--- src/rtl/irq_pkg.sv ---
package irq_pkg;
  localparam int unsigned NSRC    = 4;
  localparam int unsigned IDW     = $clog2(NSRC);
  localparam int unsigned PORTW   = 4;
  localparam int unsigned VECW    = 16;
  localparam int unsigned RPP     = PORTW / IDW;   // ranks per port
  localparam int unsigned NPORT   = NSRC / RPP;

  function automatic logic [VECW-1:0] vec_of(input logic [IDW-1:0] id);
    return VECW'(id) + VECW'(1);
  endfunction
endpackage

--- src/rtl/irq_flag_bank.sv ---
module irq_flag_bank #(
  parameter int unsigned N = 4
) (
  input  logic         clk,
  input  logic         rst,
  input  logic [N-1:0] set_i,
  input  logic [N-1:0] clr_i,
  input  logic [N-1:0] take_i,
  output logic [N-1:0] flag_o
);
  logic [N-1:0] flag_q;

  for (genvar i = 0; i < N; i++) begin : g_flag
    always_ff @(posedge clk) begin
      if (rst)
        flag_q[i] <= 1'b0;
      else if (set_i[i])
        flag_q[i] <= 1'b1;
      else if (clr_i[i] || take_i[i])
        flag_q[i] <= 1'b0;
    end
  end

  assign flag_o = flag_q;
endmodule

--- src/rtl/irq_rank_table.sv ---
module irq_rank_table #(
  parameter int unsigned N     = 4,
  parameter int unsigned IDW   = 2,
  parameter int unsigned PORTW = 4,
  localparam int unsigned NPORT = (N * IDW) / PORTW
) (
  input  logic               clk,
  input  logic               rst,
  input  logic [NPORT-1:0]   we_i,
  input  logic [PORTW-1:0]   wdata_i,
  output logic [N*IDW-1:0]   rank_o
);
  logic [N*IDW-1:0] rank_q;
  logic [N*IDW-1:0] rank_rst;

  for (genvar l = 0; l < N; l++) begin : g_ident
    assign rank_rst[l*IDW +: IDW] = IDW'(l);
  end

  for (genvar p = 0; p < NPORT; p++) begin : g_port
    always_ff @(posedge clk) begin
      if (rst)
        rank_q[p*PORTW +: PORTW] <= rank_rst[p*PORTW +: PORTW];
      else if (we_i[p])
        rank_q[p*PORTW +: PORTW] <= wdata_i;
    end
  end

  assign rank_o = rank_q;
endmodule

--- src/rtl/irq_arbiter.sv ---
module irq_arbiter #(
  parameter int unsigned N    = 4,
  parameter int unsigned IDW  = 2,
  parameter int unsigned VECW = 16
) (
  input  logic             clk,
  input  logic             rst,
  input  logic [N-1:0]     flag_i,
  input  logic [N*IDW-1:0] rank_i,
  input  logic             en_i,
  input  logic             ack_i,
  output logic [N-1:0]     take_o,
  output logic             req_o,
  output logic [IDW-1:0]   id_o,
  output logic [VECW-1:0]  vec_o
);
  logic           hit;
  logic [IDW-1:0] win;
  logic           req_q;
  logic [IDW-1:0] id_q;
  logic [VECW-1:0] vec_q;

  // Walk from the lowest rank up so the best rank overrides.
  always_comb begin
    hit = 1'b0;
    win = '0;
    for (int l = N - 1; l >= 0; l--) begin
      if (flag_i[rank_i[l*IDW +: IDW]]) begin
        hit = 1'b1;
        win = rank_i[l*IDW +: IDW];
      end
    end
  end

  always_ff @(posedge clk) begin
    if (rst) begin
      req_q <= 1'b0;
      id_q  <= '0;
      vec_q <= irq_pkg::vec_of('0);
    end else if (req_q) begin
      if (ack_i) req_q <= 1'b0;
    end else begin
      req_q <= en_i && hit;
      if (hit) begin
        id_q  <= win;
        vec_q <= irq_pkg::vec_of(win);
      end
    end
  end

  always_comb begin
    take_o = '0;
    if (req_q && ack_i) take_o[id_q] = 1'b1;
  end

  assign req_o = req_q;
  assign id_o  = id_q;
  assign vec_o = vec_q;
endmodule

--- src/rtl/irq_prio_ctrl.sv ---
module irq_prio_ctrl
  import irq_pkg::*;
#(
  parameter int unsigned N_SRC = NSRC
) (
  input  logic                      clk,
  input  logic                      rst,
  input  logic [N_SRC-1:0]          src_set,
  input  logic                      glob_en,
  input  logic                      ack,
  input  logic                      clr_we,
  input  logic [N_SRC-1:0]          clr_data,
  input  logic [(N_SRC*IDW)/PORTW-1:0] pri_we,
  input  logic [PORTW-1:0]          pri_wdata,
  output logic [N_SRC-1:0]          stat_q,
  output logic                      irq_req,
  output logic [IDW-1:0]            irq_id,
  output logic [VECW-1:0]           irq_vec
);
  logic [N_SRC-1:0]     take;
  logic [N_SRC*IDW-1:0] rank;
  logic [N_SRC-1:0]     clr_mask;

  assign clr_mask = clr_we ? clr_data : '0;

  irq_flag_bank #(.N(N_SRC)) u_flags (
    .clk(clk), .rst(rst), .set_i(src_set), .clr_i(clr_mask),
    .take_i(take), .flag_o(stat_q)
  );

  irq_rank_table #(.N(N_SRC), .IDW(IDW), .PORTW(PORTW)) u_rank (
    .clk(clk), .rst(rst), .we_i(pri_we), .wdata_i(pri_wdata), .rank_o(rank)
  );

  irq_arbiter #(.N(N_SRC), .IDW(IDW), .VECW(VECW)) u_arb (
    .clk(clk), .rst(rst), .flag_i(stat_q), .rank_i(rank), .en_i(glob_en),
    .ack_i(ack), .take_o(take), .req_o(irq_req), .id_o(irq_id), .vec_o(irq_vec)
  );
endmodule

--- config.mk ---
export PLATFORM = sky130hd
export DESIGN_NAME = irq_prio_ctrl
export DESIGN_NICKNAME = d
export VERILOG_FILES = /design/src/rtl/irq_pkg.sv /design/src/rtl/irq_flag_bank.sv /design/src/rtl/irq_rank_table.sv /design/src/rtl/irq_arbiter.sv /design/src/rtl/irq_prio_ctrl.sv
export SDC_FILE = /design/constraint.sdc
export NUM_CORES = 1
export LEC_CHECK = 0
export BUFFER_PORTS_ARGS = -buffer_cell sky130_fd_sc_hd__buf_2
export CAP_MARGIN = 10
export CORE_MARGIN = 2
export CORE_UTILIZATION = 49
export CTS_BUF_LIST = sky130_fd_sc_hd__clkbuf_4
export CTS_CLUSTER_SIZE = 8
export DETAILED_ROUTE_END_ITERATION = 8
export HOLD_SLACK_MARGIN = 0.08
export PLACE_DENSITY = 0.88
export RECOVER_POWER = 25
export SLEW_MARGIN = 5
export SYNTH_ARGS = -nofsm -noshare
export SYNTH_HDL_FRONTEND = slang
export SYNTH_SLANG_ARGS = --single-unit
--- constraint.sdc ---
create_clock -name clk -period 2.35 [get_ports clk]
set_clock_uncertainty 0.1 [all_clocks]
set_input_delay 0 -clock clk [delete_from_list [all_inputs] [get_ports clk]]
set_output_delay 0 -clock clk [all_outputs]
set_load 0.01 [all_outputs]
; Yosys cells after proc, flatten, opt, wreduce, memory -nomap -nowiden
; Cells that the tools add are included.
[op_classes]
add_sub_neg = 1
order_cmp = 6
muxes = 30
bitwise_logic = 1
n_reduce_logical = 12
[op_table]
columns = op, count
row1 = $mux W1, 19
row2 = $lt A2 B3 Y1 const B, 5
row3 = $bmux W1 S2, 4
row4 = $mux W2, 4
row5 = $mux W4, 2
row6 = $reduce_bool A2 Y1, 4
row7 = $logic_or A1 B1 Y1, 4
row8 = $add A2 B1 Y3 const B, 1
row9 = $logic_and A1 B1 Y1, 3
row10 = $demux W1 S2, 1
row11 = $ge A2 B1 Y1 const B, 1
row12 = $reduce_and A2 Y1, 1
row13 = $not A1 Y1, 1
[totals]
register_bits = 31
in_bits = 19
out_inout_bits = 23
elab_cells = 59

; Longest topological paths before layout
; Gate-level depths: netlist of run 1.
[logic_depth]
word_depth = 8
mapped_depth = 7
depth_no_buf = 6

; Hierarchy
; A second synthesis of run 1 with hierarchy kept.
[hier_totals]
hier_cells = 131
area_unflattened_um2 = 1191.1
[by_module_without_submodules]
columns = mod, instances, cells_each, area_per_inst_um2, seq_area_each_um2
row1 = irq_arbiter, 1, 85, 732.0, 120.1
row2 = irq_rank_table, 1, 26, 284.0, 160.2
row3 = irq_flag_bank, 1, 16, 150.1, 80.1
row4 = irq_prio_ctrl, 1, 4, 25.0, 0.0

; Worst setup path after synthesis of run 1
; OpenSTA, ideal clock, no wires.
[synth_path]
kind = reg-to-reg
startpoint = reg u_rank.rank_q[4] (netlist: u_rank.rank_o[4])
endpoint = reg u_arb.vec_q[1] (netlist: u_arb.vec_o[1])
setup_ns = 0.134
arrival_ns = 1.788
t_required_ns = 2.116
path_slack_ns = 0.328
path_stages_with_launch = 6
path_buffers = 0
synth_period_minus_slack_ns = 2.022
cell_sequence = dfxtp_1 > mux4_2 > o311a_1 > a211oi_4 > xnor2_1 > a21oi_1
[synth_between]
elab_chain_cells = 6
word_cells_on_any_way = 10
cone_classes = add/sub: 1 / mux: 8 / reduce/logical: 1
[synth_lines]
columns = element, line_no
row1 = start: declaration, irq_rank_table.sv:13  ; logic [N*IDW-1:0] rank_q;
row2 = start signal: indexed assignment, irq_rank_table.sv:23  ; rank_q[p*PORTW +: PORTW] <= rank_rst[p*PORTW +: PORTW];
row3 = start signal: indexed assignment, irq_rank_table.sv:25  ; rank_q[p*PORTW +: PORTW] <= wdata_i;
row4 = $bmux W1 S2, irq_arbiter.sv:28  ; if (flag_i[rank_i[l*IDW +: IDW]]) begin
row5 = $mux W1 (implied by the code), irq_arbiter.sv:28
row6 = $mux W2 / $mux W1 (equally long branches) (3 in series), irq_arbiter.sv:28
row7 = $add A2 B1 Y3 / $reduce_and A2 Y1 (equally long branches), n/a
row8 = end signal: assignment, irq_arbiter.sv:39  ; vec_q <= irq_pkg::vec_of('0);
row9 = end signal: assignment, irq_arbiter.sv:46  ; vec_q <= irq_pkg::vec_of(win);
row10 = end: declaration, irq_arbiter.sv:21  ; logic [VECW-1:0] vec_q;
; Parallel ways exist; a longest one is shown, timed or not. The select of a mux whose other input is x is not followed.
; A chain may end at the register's enable or synchronous reset.

; Worst setup path in the final report of run 1
; Ends and elaborated chain as after synthesis.

==> results of run 1 <==
-- sequential cells by signal (all words and copies together) (netlist names) --
signal / flops
u_arb.req_o: 1
u_arb.id_o: 2
u_arb.vec_o: 3
u_flags.flag_o: 4
u_rank.rank_o: 8
-- cells in the final DEF (no fill, tap or decap), drive strengths merged, types with 2 or more instances in the layout --
cell / n
conb: 13
a21oi: 4
nor2: 15
inv: 7
nor2b: 2
mux2i: 11
dfxtp: 18
o22ai: 3
dlygate4sd3: 26
o21ai: 2
mux4: 4
buf: 25
nand2: 13
a22oi: 2
o211ai: 2
clkbuf: 7
a31oi: 4
-- stage by stage --
| step | area (um2) | util, % | power (mW) |
|---|---|---|---|
| floorplan | 1100 | - | 0.527 |
| global placement | 1160 | 58.2 | 0.567 |
| detailed placement | 1160 | 58.2 | 0.573 |
| CTS | 1450 | 72.5 | 0.767 |
| global route | 1450 | 72.3 | 0.828 |
| finish | 1450 | 72.3 | 0.787 |
-- critical path: stages, from the launching register on --
cell	delay (ns)
dfxtp_1	0.51
mux4_2	0.60
o311a_1	0.40
a211oi_4	0.30
xnor2_1	0.16
a21oi_1	0.08
-- cells by family (layout without fill, tap and decap cells) --
kind of cell	after synthesis	count (layout)
AND/OR/NAND/NOR	37	37
buffers and inverters	24	66
AO/OA/AOI/OAI	23	23
flip-flops	18	18
multiplexers	15	15
other	1	13
XOR/XNOR	1	1
-- routing by layer --
layer  global-route usage, %  vias to the layer above
met2                    50.9                       89
met5                       0                        -
met1                    35.9                      536
li1                        -                      501
met4                    12.6                        0
met3                    5.36                       10
-- worst min-delay path by stage --
stage                 startpoint                             end  slack (ns)  cells after the start
global route        pri_wdata[2]   u_rank.rank_o[2]$_SDFFE_PP1P_        0.41                      4
floorplan                    rst     u_arb.vec_o[2]$_SDFFE_PP0P_       -0.03                      1
detailed placement    src_set[3]  u_flags.flag_o[3]$_SDFFE_PP0P_        0.12                      3
finish              pri_wdata[2]   u_rank.rank_o[2]$_SDFFE_PP1P_        0.38                      4
global placement      src_set[1]  u_flags.flag_o[1]$_SDFFE_PP0P_        0.11                      3
CTS                 pri_wdata[2]   u_rank.rank_o[2]$_SDFFE_PP1P_        0.37                      4
-- where the power goes --
group | switching, mW | leakage (nW) | internal [mW]
clock network | 0.0976 | 0.0154 | 0.0617
logic | 0.122 | 0.493 | 0.129
registers | 0.0428 | 0.150 | 0.334
total | 0.262 | 0.658 | 0.525
-- final cells by class --
type | count | area share, %
well taps | 27 | 2.33
multi-input cells | 89 | 41.2
clock buffers | 3 | 1.56
repair buffers | 55 | 27.8
clock inverters | 1 | 0.259
inverters | 7 | 1.82
flip-flops and latches | 18 | 25.0
-- what timing repair did --
item / 4_1_cts / 5_1_grt
hold buffers: 26 / 0
hold endpoints to repair: 16 / 0
setup endpoints to repair: 0 / 1
gates resized for setup: 0 / 1
==> out/metrics.csv, run 1 <==
metric,value,unit
status,finished clean,
fmaxAchievable,442,MHz
yosys_most_used_dff,dfxtp_1,
first_iter_violations,71,
async_reset_ff_share,0,%
worstSetupEndpointType,flip-flop,
path_clk_slew,0.11,ns
synth-simple-area-share,15.6,%
wl_met3,375,um
grt_pass1_wl,5.63,mm
avgSynthCellArea,8.83,um2
dr_wl_met2,1.62,mm
die-height,50.3,um
drc,0,
regArea,362,um2
synth_compound_area_share,16.7,%
ant_nets,0,
grt_util_all_layers,29.5,%
fillerInstances,135,
cts_root_buffer,clkbuf_4,
synth_area_leaders,"dfxtp_1, mux2i_1, buf_4",
post_cts.repair.setup_buffers,0,
core_area,2000,um2
drt-met1-wl,1.29,mm
ys_types,32,
synth-xor-area-share,0.833,%
antenna_cells,0,
wirelength,3.38,mm
r2r_end,u_arb.vec_o[1]$_SDFFE_PP0P_,
drive_gt1_share,22.0,%
worstSetupEndpoint,u_arb.vec_o[1]$_SDFFE_PP0P_,
globalRouteOverflowTotal,0,
critPathKind,flip-flop to flip-flop,
dpl.cell_count,170,
cp_data_required_time,2.43,ns
yosysWarnings,0,
cts.htree.levels,1,
crit-reg2reg-launch,u_rank.rank_o[4]$_SDFFE_PP0P_,
via_per_inst,5.68,
yosysMostFrequentCell,dfxtp_1,
port_buffers,28,
place_hpwl,1.68,mm
layout_setup_ws,0.0862,ns
cts_max_path_buffers,2,
dr.max_layer_used,met4,
layout_min_cycle_time,2.26,ns
synth_mux_area_share,19.0,%
ir_drop,0.000294,V
seq_area_frac_synth,34.3,%
multi_input_area,597,um2
cp_max_fo,7,
finalHoldViolCount,0,
synth_top_area_cell,dfxtp_1,
cap_violations,0,
report.final.slew_viol_count,0,
ff2ff_setup_slack,0.09,ns
dieArea,2530,um2
finalSetupTns,0,ns
firstDrtPassIters,4,
vias,1136,
period_share,96.3,%
critPathArrivalTime,2.34,ns
initial_core_util,52.5,%
worstSkewPairLatency,0.29,ns
synth_top_area_share,34.3,%
io-pin-count,42,
place.gp.congestion,0.929,
synthesis.area,1050,um2
cts.sink_count,18,
synth_edf_count,0,
syn2layout_area_growth,37.7,%
power.leakage,0.658,nW
grt_pass1_vias,1135,
hold_slack,0.383,ns
synth_cells,119,
power_density,544,nW/um2
cts_buffers,3,
startpoint_type,flip-flop,
setup.worst_path.start,u_rank.rank_o[4]$_SDFFE_PP0P_,
synthAdderAreaFrac,0,%
reg2reg_depth,5,
ys_ff_latch,18,
place_ws,0.207,ns
nets,193,
wl_per_cell,16.9,um
antenna_found_initial,0,
rows,16,
rsz0062_at_grt,false,
grt_start_max_net_pins,14,
cts_tree,yes,
dieWidth,50.3,um
synth_top_family_by_area,multiplexers,
layout.cells.non_filler,200,
hold_class,input port to flip-flop,
setup_violations,0,
synth_top_cells_by_count,"dfxtp_1, nor2_1, buf_4, nand2_1, mux2i_1",
Note: power is estimated with default switching activity, not from simulation.
==> inputs of run 2 (changes only) <==
Settings changed: CORE_UTILIZATION 49 to 51, SYNTH_HIERARCHICAL set to 1.
==> run 2 against run 1 <==
  * Sequential cell count unchanged
  * Via count grew 2.6%
  * Global-route usage fell by 4.9 points
  * Worst setup slack worse by 0.010 ns
  * Critical endpoint is now u_arb/req_o$_SDFF_PP0_
  * Largest cell class unchanged
==> out/metrics.csv, run 2 <==
metric,value,unit,change
status,finished clean,,unchanged
critPathKind,flip-flop to flip-flop,,unchanged
grt_util_all_layers,24.6,%,was 29.5%
slowest_stage,mux4_2,,unchanged
critPathArrivalTime,2.37,ns,was 2.34 ns
synthesis.area,1190,um2,was 1050 um2
report.final.slew_viol_count,0,,unchanged
async_reset_ff_share,0,%,unchanged
avgSynthCellArea,9.09,um2,was 8.83 um2
via_per_inst,5.57,,was 5.68
critPathTopFamily,multiplexers,,was compound AO/OA/AOI/OAI gates
nets,203,,was 193
initial_core_util,53.8,%,was 52.5%
synth_area_leaders,"dfxtp_1, mux2i_1, buf_4",,unchanged
ir_drop,0.000365,V,was 0.000294 V
rows,17,,was 16
path_cells,mux4_2 -> nor2_4 -> a311o_1 -> a21oi_1 -> dlygate4sd3_1,,was mux4_2 -> o311a_1 -> a211oi_4 -> xnor2_1 -> a21oi_1
die-height,52.3,um,was 50.3 um
cts.htree.levels,1,,unchanged
final_cell_mix,"dlygate4sd3_1, buf_2, dfxtp_1",,unchanged
drive_gt1_share,21.0,%,was 22.0%
globalRouteOverflowTotal,0,,unchanged
grt_start_max_net_pins,19,,was 14
fmaxAchievable,440,MHz,was 442 MHz
grt_pass1_wl,5.00,mm,was 5.63 mm
wirelength,3.07,mm,was 3.38 mm
seq_area_frac_synth,30.3,%,was 34.3%
slowest_delay,0.61,ns,was 0.60 ns
place_hpwl,2.00,mm,was 1.68 mm
core_area,2210,um2,was 2000 um2
synth_cells,131,,was 119
io-pin-count,42,,unchanged
stdcell_area,1550,um2,was 1450 um2
synth_top_area_share,30.3,%,was 34.3%
firstDrtPassIters,4,,unchanged
yosysMostFrequentCell,dfxtp_1,,unchanged
vias,1165,,was 1136
ys_types,38,,was 32
rsz0062_at_grt,false,,unchanged
antenna_found_initial,0,,unchanged
finalHoldViolCount,0,,unchanged
wl_per_cell,14.7,um,was 16.9 um
startpoint_type,flip-flop,,unchanged
p_total,0.786,mW,was 0.787 mW
ant_nets,0,,unchanged
largest_reg_flops,8,,unchanged
worstSetupEndpointType,flip-flop,,unchanged
port_buffers,28,,unchanged
synth_top_area_cell,dfxtp_1,,unchanged
cp_data_required_time,2.44,ns,was 2.43 ns
layout_min_cycle_time,2.27,ns,was 2.26 ns
cts_root_buffer,clkbuf_4,,unchanged
grt_pass1_vias,1051,,was 1135
place.gp.congestion,0.870,,was 0.929
cts_buffers,3,,unchanged
syn2layout_area_growth,29.9,%,was 37.7%
hold_class,flip-flop to flip-flop,,was input port to flip-flop
finalSetupTns,0,ns,unchanged
power_density,508,nW/um2,was 544 nW/um2
cts_max_path_buffers,2,,unchanged
antenna_cells,0,,unchanged
first_iter_violations,66,,was 71
ys_ff_latch,18,,unchanged
yosys_most_used_dff,dfxtp_1,,unchanged
synth_edf_count,0,,unchanged
placed_area,1300,um2,was 1160 um2
yosysWarnings,6,,was 0
hold_slack,0.411,ns,was 0.383 ns
synth_top_cells_by_count,"dfxtp_1, buf_4, mux2i_1",,"was dfxtp_1, nor2_1, buf_4, nand2_1, mux2i_1"
power.leakage,0.710,nW,was 0.658 nW
period_share,96.8,%,was 96.3%
cts_tree,yes,,unchanged
dieArea,2740,um2,was 2530 um2
path_clk_slew,0.10,ns,was 0.11 ns
cts.sink_count,18,,unchanged
worstSkewPairLatency,0.30,ns,was 0.29 ns
cp_max_fo,7,,unchanged
dieWidth,52.3,um,was 50.3 um
cap_violations,0,,unchanged
critPathBufInv,1,,was 0
setup_violations,0,,unchanged
drc,0,,unchanged
==> run 2: changes by cell type after synthesis, moves of 3 or more <==
cell and delta:
nor2_1 -4, a31oi_1 -4, inv_1 +3, or3b_1 +4, a21oi_1 +4, a211o_1 +5
and2_1 +4, nand2_1 -10, mux2_2 +3, nor2b_1 +5
==> run 2: report_power, final <==
group	switching [mW]	leakage, nW	internal [mW]	total (mW)
sequential	0.0434	0.150	0.334	0.377
clock	0.0963	0.0138	0.0598	0.156
combinational	0.119	0.547	0.133	0.252
==> run 2: metrics by stage <==
| stage | std cells | util (%) | setup WS, ns |
|---|---|---|---|
| after floorplan | 143 | - | 0.322 |
| after global placement | 183 | 58.8 | 0.251 |
| after detailed placement | 183 | 58.8 | 0.177 |
| after CTS | 209 | 70.2 | 0.111 |
| after global routing | 209 | 70.0 | 0.000514 |
| final | 209 | 70.0 | 0.0761 |
==> run 2: layout make-up <==
cell class	count	area, um2
sequential	18	362
tap	28	35.0
clock buffer	3	22.5
inverter	10	37.5
fill	159	664
multi-input combinational	97	712
timing repair buffer	53	379
==> run 2: path summary, 6_finish.rpt <==
kind / from / end / slack, ns / depth (start not counted)
max: u_rank/rank_o[2]$_SDFFE_PP1P_ / u_arb/req_o$_SDFF_PP0_ / 0.08 / 5
max reg2reg: u_rank/rank_o[2]$_SDFFE_PP1P_ / u_arb/req_o$_SDFF_PP0_ / 0.08 / 5
min reg2reg: u_arb/vec_o[2]$_SDFFE_PP0P_ / u_arb/vec_o[2]$_SDFFE_PP0P_ / 0.41 / 2
min: u_arb/vec_o[2]$_SDFFE_PP0P_ / u_arb/vec_o[2]$_SDFFE_PP0P_ / 0.41 / 2
==> run 2: cell families after synthesis <==
| family | count (synthesis) | synth area share (%) |
|---|---|---|
| AND/OR/NAND/NOR | 37 | 17.5 |
| buffers and inverters | 28 | 13.8 |
| multiplexers | 17 | 16.7 |
| AO/OA/AOI/OAI | 29 | 20.4 |
| flip-flops | 18 | 30.3 |
| adder cells (fa/ha/maj) | 1 | 1.05 |
| other | 1 | 0.315 |
==> run 2: tightest hold or removal path: cells and delay by family (launching register included) <==
kind | cells | cell delay (ns)
multiplexers | 1 | 0.07
AND/OR/NAND/NOR | 1 | 0.08
flip-flops | 1 | 0.34
==> run 2: timing repair <==
item | 4_1_cts | 5_1_grt
endpoints found under the hold margin | 18 | 0
hold buffers | 23 | 0
buffers inserted | 0 | 0
setup endpoints to repair | 0 | 1
gates resized for setup | 0 | 1
==> run 2: metal layers <==
layer | GRT usage, % | routed length (um) | vias to the layer above
li1 | - | - | 537
met1 | 31.1 | 1170 | 544
met2 | 39.8 | 1530 | 68
met5 | 0 | 0 | -
met4 | 14.5 | 118 | 0
met3 | 3.14 | 249 | 16
==> inputs of run 3 (changes only) <==
Settings changed: CORE_UTILIZATION 51 to 55, CTS_BUF_LIST sky130_fd_sc_hd__clkbuf_4 to sky130_fd_sc_hd__clkbuf_8, PLACE_DENSITY 0.88 to 0.94.
Clock period 2.35 ns to 2.83 ns, I/O delays scaled along.
==> run 3 against run 2 <==
  * Total power down 9.9%
  * First-iteration DRC count up 74%
  * Core utilization up 5.8 points
  * Hold slack worse by 0.0073 ns
  * Global-route usage up 7.4 points
  * Highest routed layer unchanged
==> out/metrics.csv, run 3 (synthesis results as in run 2) <==
metric,value,unit,change
dieWidth,50.5,um,was 52.3 um
dieArea,2550,um2,was 2740 um2
pwr-share-clk,24.7,%,was 19.9%
syn2layout_area_growth,27.3,%,was 29.9%
cts.htree.levels,1,,unchanged
p_total,0.708,mW,was 0.786 mW
postCtsResizedCells,0,,unchanged
dpl.cell_count,180,,was 183
drive_gt1_share,18.8,%,was 21.0%
finalHoldViolCount,0,,unchanged
final_cell_mix,"buf_2, dlygate4sd3_1, dfxtp_1",,"was dlygate4sd3_1, buf_2, dfxtp_1"
ant_nets,0,,unchanged
setup_violations,0,,unchanged
io-pin-count,42,,unchanged
cts_max_path_buffers,2,,unchanged
cts_tree,yes,,unchanged
place_hpwl,1.95,mm,was 2.00 mm
grt_start_max_net_pins,19,,unchanged
cp_data_required_time,2.86,ns,was 2.44 ns
place.gp.congestion,0.816,,was 0.870
stdcell_area,1520,um2,was 1550 um2
layout_commonest_cell,buf_2,,
nets,198,,was 203
p_sw,0.231,mW,was 0.259 mW
startpoint_type,flip-flop,,unchanged
power_density,467,nW/um2,was 508 nW/um2
cts_root_buffer,clkbuf_8,,was clkbuf_4
cts_buffers,3,,unchanged
grt_util_all_layers,32.1,%,was 24.6%
rows,16,,was 17
finalSetupTns,0,ns,unchanged
initial_core_util,59.5,%,was 53.8%
ir_drop,0.000664,V,was 0.000365 V
cp_max_fo,6,,was 7
rsz0062_at_grt,false,,unchanged
combPwrFrac,30.4,%,was 32.1%
wirelength,3.82,mm,was 3.07 mm
sw_frac_of_total,32.7,%,was 33.0%
firstDrtPassIters,5,,was 4
worstSkewPairLatency,0.25,ns,was 0.30 ns
layout.cells.non_filler,203,,was 209
globalRouteOverflowTotal,0,,unchanged
status,finished clean,,unchanged
power.leakage,0.687,nW,was 0.710 nW
port_buffers,28,,unchanged
via_per_inst,6.09,,was 5.57
core_area,2000,um2,was 2210 um2
grt_pass1_vias,1151,,was 1051
placed_area,1280,um2,was 1300 um2
grt_pass1_wl,6.11,mm,was 5.00 mm
largest_reg_flops,8,,unchanged
hold_class,flip-flop to flip-flop,,unchanged
critPathKind,flip-flop to flip-flop,,unchanged
power.internal,0.477,mW,was 0.527 mW
critPathArrivalTime,2.44,ns,was 2.37 ns
fmaxAchievable,414,MHz,was 440 MHz
antenna_cells,0,,unchanged
path_clk_slew,0.06,ns,was 0.10 ns
layout_min_cycle_time,2.42,ns,was 2.27 ns
die-height,50.5,um,was 52.3 um
drc,0,,unchanged
wl_per_cell,18.8,um,was 14.7 um
first_iter_violations,115,,was 66
report.final.slew_viol_count,0,,unchanged
vias,1236,,was 1165
cap_violations,0,,unchanged
antenna_found_initial,0,,unchanged
worstSetupEndpointType,flip-flop,,unchanged
cts.sink_count,18,,unchanged
period_share,85.4,%,was 96.8%
power_frac_seq,45.0,%,was 48.0%
[run 3: cell count changes in the layout (fill, tap and decap cells not counted), moves of 2 or more]
| cell | delta |
|---|---|
| clkbuf_4 | -3 |
| clkbuf_8 | +3 |
| clkbuf_1 | +2 |
| buf_4 | -2 |
| buf_2 | -2 |
| dlygate4sd3_1 | -3 |
[run 3: critical path, stage by stage (launching register included)]
cell	delay, ns
dfxtp_1	0.48
mux4_2	0.60
nor3b_1	0.35
a2111o_1	0.21
o211a_1	0.16
ha_1	0.22
mux2i_1	0.13
nor2_1	0.05
[run 3: timing repair]
action,in CTS,in global routing
setup buffers,0,0
hold endpoints to repair,17,0
hold buffers,20,0
[run 3: path summary, 6_finish.rpt]
kind / startpoint / end / slack (ns) / cells after the start
worst max-delay path: u_rank/rank_o[4]$_SDFFE_PP0P_ / u_arb/vec_o[1]$_SDFFE_PP0P_ / 0.41 / 7
worst min-delay path: u_arb/vec_o[1]$_SDFFE_PP0P_ / u_arb/vec_o[1]$_SDFFE_PP0P_ / 0.40 / 2
worst max register to register: u_rank/rank_o[4]$_SDFFE_PP0P_ / u_arb/vec_o[1]$_SDFFE_PP0P_ / 0.41 / 7
worst min register to register: u_arb/vec_o[1]$_SDFFE_PP0P_ / u_arb/vec_o[1]$_SDFFE_PP0P_ / 0.40 / 2
[run 3: metal layers]
metal  share of wire (%)  up-vias  global-route usage, %  wire [um]
li1                    -      528                      -          -
met2                  48      110                   55.0       1840
met4                 4.9        0                   13.5        189
met5                   0        -                      0          0
met3                 9.5       32                   6.55        363
met1                  37      566                   38.7       1430
[run 3: cell type report]
type,count,area [um2]
well taps,27,33.8
repair buffers,48,332
clock buffers,3,41.3
fillers,128,485
multi-input cells,97,712
inverters,10,37.5
flip-flops and latches,18,360
[run 3: power by group through the flow]
stage	Sequential (mW)	Combinational, mW	Clock (mW)
after global placement	0.318	0.165	0
after floorplan	0.314	0.137	0
after detailed placement	0.321	0.172	0
final	0.319	0.215	0.175
after global routing	0.321	0.225	0.187
after CTS	0.315	0.199	0.173
[run 3: stage by stage]
stage                     hold slack (ns)  setup slack (ns)  utilization (%)
after floorplan                   -0.0309             0.802                -
after global placement              0.116             0.744             64.1
after detailed placement            0.129             0.615             64.1
after CTS                           0.399             0.593             76.2
after global routing                0.415             0.374             75.8
final                               0.403             0.412             75.8
